## config.mk

```make
export PLATFORM = sky130hd
export DESIGN_NAME = ea_unit
export DESIGN_NICKNAME = d
export VERILOG_FILES = /design/src/rtl/ea_unit_pkg.sv /design/src/rtl/ea_primary.sv /design/src/rtl/ea_post.sv /design/src/rtl/ea_ctrl.sv /design/src/rtl/ea_byte.sv /design/src/rtl/ea_unit.sv
export SDC_FILE = /design/constraint.sdc
export NUM_CORES = 1
export LEC_CHECK = 0
export ABC_AREA = 1
export CAP_MARGIN = 20
export CORE_AREA = 2 2 114 127
export DETAILED_ROUTE_END_ITERATION = 12
export DIE_AREA = 0 0 116 129
export DONT_BUFFER_PORTS = 1
export PLACE_DENSITY = 0.69
export RECOVER_POWER = 100
export SLEW_MARGIN = 20
export SYNTH_ARGS = -nofsm -noshare
export SYNTH_HDL_FRONTEND = slang
export SYNTH_HIERARCHICAL = 1
export SYNTH_SLANG_ARGS = --single-unit
```

## constraint.sdc

```tcl
create_clock -name clk -period 5.7 [get_ports clk]
set_input_delay 0.285 -clock clk [delete_from_list [all_inputs] [get_ports clk]]
set_output_delay 0.285 -clock clk [all_outputs]
set_load 0.05 [all_outputs]
```

## src/rtl/ea_unit_pkg.sv

```systemverilog
package ea_unit_pkg;
    localparam int WORD_W  = 16;
    localparam int ADDR_W  = WORD_W - 1;
    localparam int FIELD_W = 9;
    localparam int SYL_W   = FIELD_W + 3;
    localparam int SEXT_W  = ADDR_W - FIELD_W;
    localparam int B_IND   = SYL_W - 1;
    localparam int B_REL   = SYL_W - 2;
    localparam int B_IDX   = SYL_W - 3;

    typedef logic [ADDR_W-1:0] addr_t;
    typedef logic [WORD_W-1:0] word_t;
    typedef logic [SYL_W-1:0]  syl_t;

    typedef struct packed {
        logic ind;
        logic rel;
        logic idx;
    } mode_t;

    typedef struct packed {
        addr_t prim;
        mode_t mode;
        logic  byte_op;
        logic  skip;
    } req_t;

    typedef enum logic [1:0] {
        ST_IDLE  = 2'd0,
        ST_FETCH = 2'd1,
        ST_DONE  = 2'd2
    } state_t;

    function automatic mode_t decode_mode(syl_t s);
        mode_t m;
        m.ind = s[B_IND];
        m.rel = s[B_REL];
        m.idx = s[B_IDX];
        return m;
    endfunction

    function automatic addr_t field_signed(syl_t s);
        return {{SEXT_W{s[FIELD_W-1]}}, s[FIELD_W-1:0]};
    endfunction

    function automatic addr_t field_unsigned(syl_t s);
        return {{SEXT_W{1'b0}}, s[FIELD_W-1:0]};
    endfunction
endpackage

```

## src/rtl/ea_primary.sv

```systemverilog
module ea_primary
    import ea_unit_pkg::*;
(
    input  syl_t  syl,
    input  addr_t loc,
    input  addr_t xreg,
    output mode_t mode,
    output addr_t prim,
    output logic  skip
);
    addr_t base;
    addr_t next_loc;

    always_comb begin
        mode     = decode_mode(syl);
        base     = mode.rel ? addr_t'(loc + field_signed(syl)) : field_unsigned(syl);
        prim     = mode.idx ? addr_t'(base + xreg) : base;
        next_loc = addr_t'(loc + addr_t'(1));
        skip     = (prim == next_loc);
    end
endmodule

```

## src/rtl/ea_post.sv

```systemverilog
module ea_post
    import ea_unit_pkg::*;
(
    input  word_t ind_word,
    input  addr_t xreg_q,
    output addr_t addr
);
    always_comb begin
        addr = ind_word[ADDR_W-1:0];
        if (ind_word[WORD_W-1])
            addr = addr_t'(ind_word[ADDR_W-1:0] + xreg_q);
    end
endmodule

```

## src/rtl/ea_ctrl.sv

```systemverilog
module ea_ctrl
    import ea_unit_pkg::*;
(
    input  logic       clk,
    input  logic       rst,
    input  logic       start,
    input  req_t       req_in,
    input  addr_t      x_in,
    input  logic       rd_ack,
    input  addr_t      post_addr,
    output logic       rd_req,
    output addr_t      rd_addr,
    output addr_t      x_q,
    output logic       done,
    output addr_t      ea,
    output logic       byte_q,
    output logic [1:0] lc_incr
);
    state_t     state;
    req_t       req_q;
    addr_t      ea_q;
    logic [1:0] lc_q;

    always_ff @(posedge clk) begin
        if (rst) begin
            state <= ST_IDLE;
            req_q <= '0;
            x_q   <= '0;
            ea_q  <= '0;
            lc_q  <= '0;
        end else begin
            case (state)
                ST_IDLE: begin
                    if (start) begin
                        req_q <= req_in;
                        x_q   <= x_in;
                        lc_q  <= req_in.skip ? 2'd2 : 2'd1;
                        if (req_in.mode.ind) begin
                            state <= ST_FETCH;
                        end else begin
                            ea_q  <= req_in.prim;
                            state <= ST_DONE;
                        end
                    end
                end
                ST_FETCH: begin
                    if (rd_ack) begin
                        ea_q  <= post_addr;
                        state <= ST_DONE;
                    end
                end
                default: state <= ST_IDLE;
            endcase
        end
    end

    assign rd_req  = (state == ST_FETCH);
    assign rd_addr = req_q.prim;
    assign done    = (state == ST_DONE);
    assign ea      = ea_q;
    assign byte_q  = req_q.byte_op;
    assign lc_incr = lc_q;

    assert_done_pulse_R10: assert property (@(posedge clk) disable iff (rst)
        done |=> !done);
    assert_req_hold_R5: assert property (@(posedge clk) disable iff (rst)
        (rd_req && !rd_ack) |=> (rd_req && $stable(rd_addr) && !done));
    assert_ack_finishes_R5: assert property (@(posedge clk) disable iff (rst)
        (rd_req && rd_ack) |=> (done && !rd_req));
    assert_step_range_R7: assert property (@(posedge clk) disable iff (rst)
        done |-> (lc_incr == 2'd1 || lc_incr == 2'd2));
endmodule

```

## src/rtl/ea_byte.sv

```systemverilog
module ea_byte
    import ea_unit_pkg::*;
(
    input  addr_t ea,
    input  logic  byte_q,
    output addr_t word_addr,
    output logic  lo_byte
);
    always_comb begin
        word_addr = byte_q ? addr_t'(ea >> 1) : ea;
        lo_byte   = byte_q & ea[0];
    end
endmodule

```

## src/rtl/ea_unit.sv

```systemverilog
module ea_unit
    import ea_unit_pkg::*;
(
    input  logic        clk,
    input  logic        rst,
    input  logic        start,
    input  logic [11:0] syl,
    input  logic [14:0] loc,
    input  logic [14:0] xreg,
    input  logic        byte_op,
    output logic        rd_req,
    output logic [14:0] rd_addr,
    input  logic        rd_ack,
    input  logic [15:0] rd_data,
    output logic        done,
    output logic [14:0] ea,
    output logic [14:0] word_addr,
    output logic        lo_byte,
    output logic [1:0]  lc_incr
);
    mode_t mode_w;
    addr_t prim_w;
    logic  skip_w;
    req_t  req_w;
    addr_t post_w;
    addr_t x_q;
    logic  byte_q;

    ea_primary u_primary (
        .syl  (syl),
        .loc  (loc),
        .xreg (xreg),
        .mode (mode_w),
        .prim (prim_w),
        .skip (skip_w)
    );

    always_comb begin
        req_w.prim    = prim_w;
        req_w.mode    = mode_w;
        req_w.byte_op = byte_op;
        req_w.skip    = skip_w;
    end

    ea_post u_post (
        .ind_word (rd_data),
        .xreg_q   (x_q),
        .addr     (post_w)
    );

    ea_ctrl u_ctrl (
        .clk       (clk),
        .rst       (rst),
        .start     (start),
        .req_in    (req_w),
        .x_in      (xreg),
        .rd_ack    (rd_ack),
        .post_addr (post_w),
        .rd_req    (rd_req),
        .rd_addr   (rd_addr),
        .x_q       (x_q),
        .done      (done),
        .ea        (ea),
        .byte_q    (byte_q),
        .lc_incr   (lc_incr)
    );

    ea_byte u_byte (
        .ea        (ea),
        .byte_q    (byte_q),
        .word_addr (word_addr),
        .lo_byte   (lo_byte)
    );

    assert_ea_hold_R10: assert property (@(posedge clk) disable iff (rst)
        done |=> $stable(ea));
    assert_byte_half_R8: assert property (@(posedge clk) disable iff (rst)
        (done && !byte_q) |-> (!lo_byte && word_addr == ea));
endmodule

```

* Yosys cells after proc, flatten, opt, wreduce, memory -nomap -nowiden
Cells that the tools add are included.
** Word-level totals
- Bits in registers :: 50
- Word-level logic and storage cells :: 35
- Output and inout bits :: 50
- Input bits :: 63
** Operators by class
- Add/subtract/negate cells :: 4
- Bitwise operators :: 1
- Mux-type cells :: 13
- Reductions and logical operators :: 5
- Eq/ne operators :: 6
** Operators with widths (count)
- 15-bit 2-to-1 mux :: 7
- 15-bit adder :: 3
- 15-bit case mux with 2 select lines :: 1
- 15-bit by 1-bit adder with 15-bit output, second input constant :: 1
- 15-bit == test :: 1
- 2-bit 2-to-1 mux :: 4
- 2-bit inequality test, second input constant :: 2
- 2-bit case mux with 2 select lines :: 1
- 2-bit AND reduction :: 2
- 4-bit AND reduction :: 1
- 2-bit by 1-bit == test with 1-bit output, second input constant :: 1
- 2-bit == test, second input constant :: 1
- 2-bit logical NOT :: 1
- 2-bit by 1-bit inequality test with 1-bit output, second input constant :: 1
- 2-bit nonzero test :: 1
- 1-bit bitwise AND :: 1

* Logic depth before layout (Yosys ltp)
- Depth after elaboration :: 7
- Gate-level depth with buffers :: 30
- Depth with buffers taken out :: 30

* By module
Netlist, hierarchy kept.
** Modules (own cells, without submodules)
- ea_primary :: area each 2617.5 um2, cells an instance 502, sequential area each 0.0 um2, instances 1
- ea_ctrl :: area each 2085.8 um2, cells an instance 303, sequential area each 1001.0 um2, instances 1
- ea_post :: area each 1051.0 um2, cells an instance 215, sequential area each 0.0 um2, instances 1
- ea_byte :: area each 251.5 um2, cells an instance 50, sequential area each 0.0 um2, instances 1

* Worst setup path before layout
Ideal clock, no wire load.
- Path kind :: input port to flip-flop
- From :: input syl[0]
- To :: register u_ctrl.lc_q[1], in the netlist u_ctrl/lc_incr[1]
- Data required time :: 5630 ps
- Stages :: 29
- Library setup time :: 70 ps
- Slack :: 2472 ps
- Path buffers :: 0
- Data arrival time :: 3159 ps
- Cells stage by stage :: ha_1 -> fa_1 -> nand3_1 -> nand3_1 -> nand2_1 -> nand2_1 -> nand2_1 -> nand3_1 -> and2_1 -> ha_1 -> inv_1 -> o21ai_0 -> nor2_1 -> nand3_1 -> nand2_1 -> nand3_1 -> inv_1 -> nand2_1 -> nand2_1 -> nand2_1 -> nand2_1 -> nand2_1 -> nand2_1 -> nand3_1 -> nor2_1 -> nand2_1 -> nor2_2 -> nand2_1 -> a21oi_1
** Between the ends
- Word-level cells in the longest chain between the ends :: 6
** Ends and longest elaborated chain
- start, declared :: RTL line ea_unit.sv:7 : input logic [11:0] syl,
- 15-bit adder :: RTL line ea_primary.sv:16 : base = mode.rel ? addr_t'(loc + field_signed(syl)) : field_unsigned(syl);
- 15-bit 2-to-1 mux (*) :: RTL line ea_primary.sv:16
- 15-bit adder :: RTL line ea_primary.sv:17 : prim = mode.idx ? addr_t'(base + xreg) : base;
- 15-bit 2-to-1 mux (*) :: RTL line ea_primary.sv:17
- 15-bit == test (*) :: RTL line ea_primary.sv:19 : skip = (prim == next_loc);
- via skip_w :: RTL line ea_unit.sv:23 : logic skip_w;
- 2-bit 2-to-1 mux (*) :: RTL line ea_ctrl.sv:37 : lc_q <= req_in.skip ? 2'd2 : 2'd1;
- end signal, assigned :: RTL line ea_ctrl.sv:37
- end, declared :: RTL line ea_ctrl.sv:22 : logic [1:0] lc_q;
The timed path passes the listed nets; every way through them passes the cells marked *.
A chain may end at the register's enable or synchronous reset.

* Final worst setup path
- From :: input syl[5]
- To :: register u_ctrl.lc_q[1], in the netlist u_ctrl/lc_incr[1]
** Between the ends
- Word-level cells in the longest chain between the ends :: 6
** Ends and longest elaborated chain
- 15-bit adder :: RTL line ea_primary.sv:16
- 15-bit 2-to-1 mux (*) :: RTL line ea_primary.sv:16
- 15-bit adder :: RTL line ea_primary.sv:17
- 15-bit 2-to-1 mux (*) :: RTL line ea_primary.sv:17
- via prim_w[12] :: RTL line ea_unit.sv:22 : addr_t prim_w;
- 15-bit == test (*) :: RTL line ea_primary.sv:19
- via skip_w :: RTL line ea_unit.sv:23
- 2-bit 2-to-1 mux (*) :: RTL line ea_ctrl.sv:37
Marked as above.

==> impl_metrics.tcl <==
set metrics [dict create \
    grt_pass1_vias 5733 \
    ir_drop_v 0.0001276 \
    cp_common_cell "nand2_1" \
    swShare 0.4597 \
    grt_busiest_layer "met2" \
    first_pass_iters 5 \
    final_nets 1155 \
    slowest_delay_ns 0.40 \
    worstMarginPinSlew_ns 1.110 \
    fin_crit_ns 3.443 \
    outcome "completed" \
    critPathMaxFanout 7 \
    power_frac_clock 0.235 \
    grt_antenna_before_repair 0 \
    timing.final.max_slew_violations 0 \
    required_ns 5.93 \
    p_leak_nw 3.423 \
    drt_iter0_drc 314 \
    power_mw 1.490 \
    worst-setup-path-type "in2reg" \
    period_share 0.6040 \
    p_int_mw 0.8049 \
    syn_area_mm2 0.005991 \
    relSlewSlack 0.2559 \
    max_freq_mhz 290.4 \
    clkLatencyLatePin_ns 0.29 \
    fp.dieW_um 116 \
    syn2layout_area_growth_pct 2.423 \
    final-setup-viol-count 0 \
    cts-resized-gates 0 \
    ioPinCount 113 \
    gp_congestion 0.9619 \
    hold_violations 0 \
    start_util 0.4397 \
    vias 6115 \
    whs_ns 0.04965 \
    drc_errors 0 \
    hold_path_class "in2reg" \
    hold_buffers 0 \
    fillers 1530 \
    maxCapViolCount 0 \
    p_comb_frac 0.426 \
    syn-mean-instance-area_um2 5.609 \
    cpMaxStageDelayCell "ha_1" \
    grtUsageTotal 0.2181 \
    die_area_mm2 0.01496 \
    grt_use_met1 0.2656 \
    cts_buffers 5 \
    cp-end-kind "flip-flop" \
    cts_tree "done" \
    cts_setup_buffers 0 \
    rrSetupSlack_ns 2.97 \
    clkTransAtPathRegs_ns 0.07 \
    core.rowCount 45 \
    grt_pass1_wl_mm 26.23 \
    yosysWarnings 6 \
    routed_wl_mm 16.12 \
    path_buf_inv 1 \
    diodes 0 \
    p_per_area_mw_per_mm2 242.8 \
    post-dp-hpwl_mm 13.32 \
    cts.sinks 50 \
    grtUsageMet3 0.03344 \
    ctsHtreeMaxLevel 2 \
    ant_nets 0 \
    drive_gt1_frac 0.04962 \
    globalRouteOverflowTotal 0 \
    grt_max_degree 43 \
    synthCells 1068 \
    rsz0062_at_grt "no" \
    fin_setup_tns_ns 0 \
    final.setup_skew_ns 0.007290 \
    synth_nets 1176 \
    cp-start-kind "input pin" \
    wl_per_cell_um 13.04 \
    grt_use_met2 0.3894 \
    clockBufferDepth 2 \
    core_mm2 0.01363 \
    p_switching_mw 0.6848 \
    vias_per_cell 4.947 \
    cts_root_buffer "clkbuf_16" \
    seqPwrFrac 0.340 \
    cp_top_family "simple AND/OR/NAND/NOR gates" \
    worstPathArrival_ns 3.67 \
    die_height_um 129 \
    port_buffers 0 \
]
-- per-layer routing --
layer,routed length [µm],share of wire
met5,0,0
met4,433,0.027
met3,1012,0.063
met2,7567,0.47
met1,7101,0.44
-- layout by cell type, fill, tap and decap left out, types with 3 or more instances in the layout --
master     instances
nand2_1          380
inv_1            144
nor2_1           138
nand3_1          105
dfxtp_1           50
o21ai_0           42
ha_1              42
a21oi_1           24
nand2_2           17
nand4_1           16
xor2_1            14
nand3b_1           9
or2_2              8
xnor2_1            8
o21ai_1            7
nor2_2             6
clkbuf_16          5
fa_1               3
o21bai_1           3
-- final cells by class --
class	instances	area, µm²	area share
clock buffers	5	125.1	0.02039
inverters	148	558.0	0.09095
repair buffers	1	7.507	0.001223
multi-input cells	841	4160	0.6780
clock inverters	3	48.80	0.007953
flip-flops and latches	50	1001	0.1631
well taps	188	235.2	0.03834
-- power by group through the flow --
stage / logic (mW) / clock network (mW) / registers, mW
6_report: 0.634 / 0.349 / 0.506
2_1_floorplan: 0.547 / 0 / 0.502
5_1_grt: 0.726 / 0.369 / 0.512
4_1_cts: 0.636 / 0.355 / 0.509
3_3_place_gp: 0.628 / 0 / 0.516
3_5_place_dp: 0.633 / 0 / 0.517
-- state kept, by name, indices dropped and copies added (netlist names) --
name / count
u_ctrl/byte_q: 1
u_ctrl/ea: 15
u_ctrl/lc_incr: 2
u_ctrl/rd_addr: 15
u_ctrl/state: 2
u_ctrl/x_q: 15
-- final timing paths --
kind                                      start                 to  cells past startpoint
worst max-delay path                     syl[5]  u_ctrl/lc_incr[1]                     27
worst min register to register    u_ctrl/x_q[4]      u_ctrl/x_q[4]                      2
worst min-delay path                        rst  u_ctrl/lc_incr[1]                      1
worst max register to register  u_ctrl/state[1]       u_ctrl/ea[1]                      7
-- metrics by stage --
step | util | area [µm²] | instances | setup WS [ns]
floorplan | - | 5991 | 1068 | 2.472
global placement | 0.4410 | 6010 | 1228 | 2.173
detailed placement | 0.4410 | 6010 | 1228 | 2.084
CTS | 0.4538 | 6183 | 1236 | 2.387
global route | 0.4503 | 6136 | 1236 | 1.735
finish | 0.4503 | 6136 | 1236 | 2.257
-- worst reg2reg max path, cell delays in order, from the launching register on --
cell and delay [ns]:
dfxtp_1 0.34, inv_1 0.06, nand2_1 0.47, clkinvlp_2 1.11, nand2_1 0.26, nand2_1 0.16
nor2_1 0.14, nor2_1 0.07
Note: power is estimated with default switching activity, not from simulation.
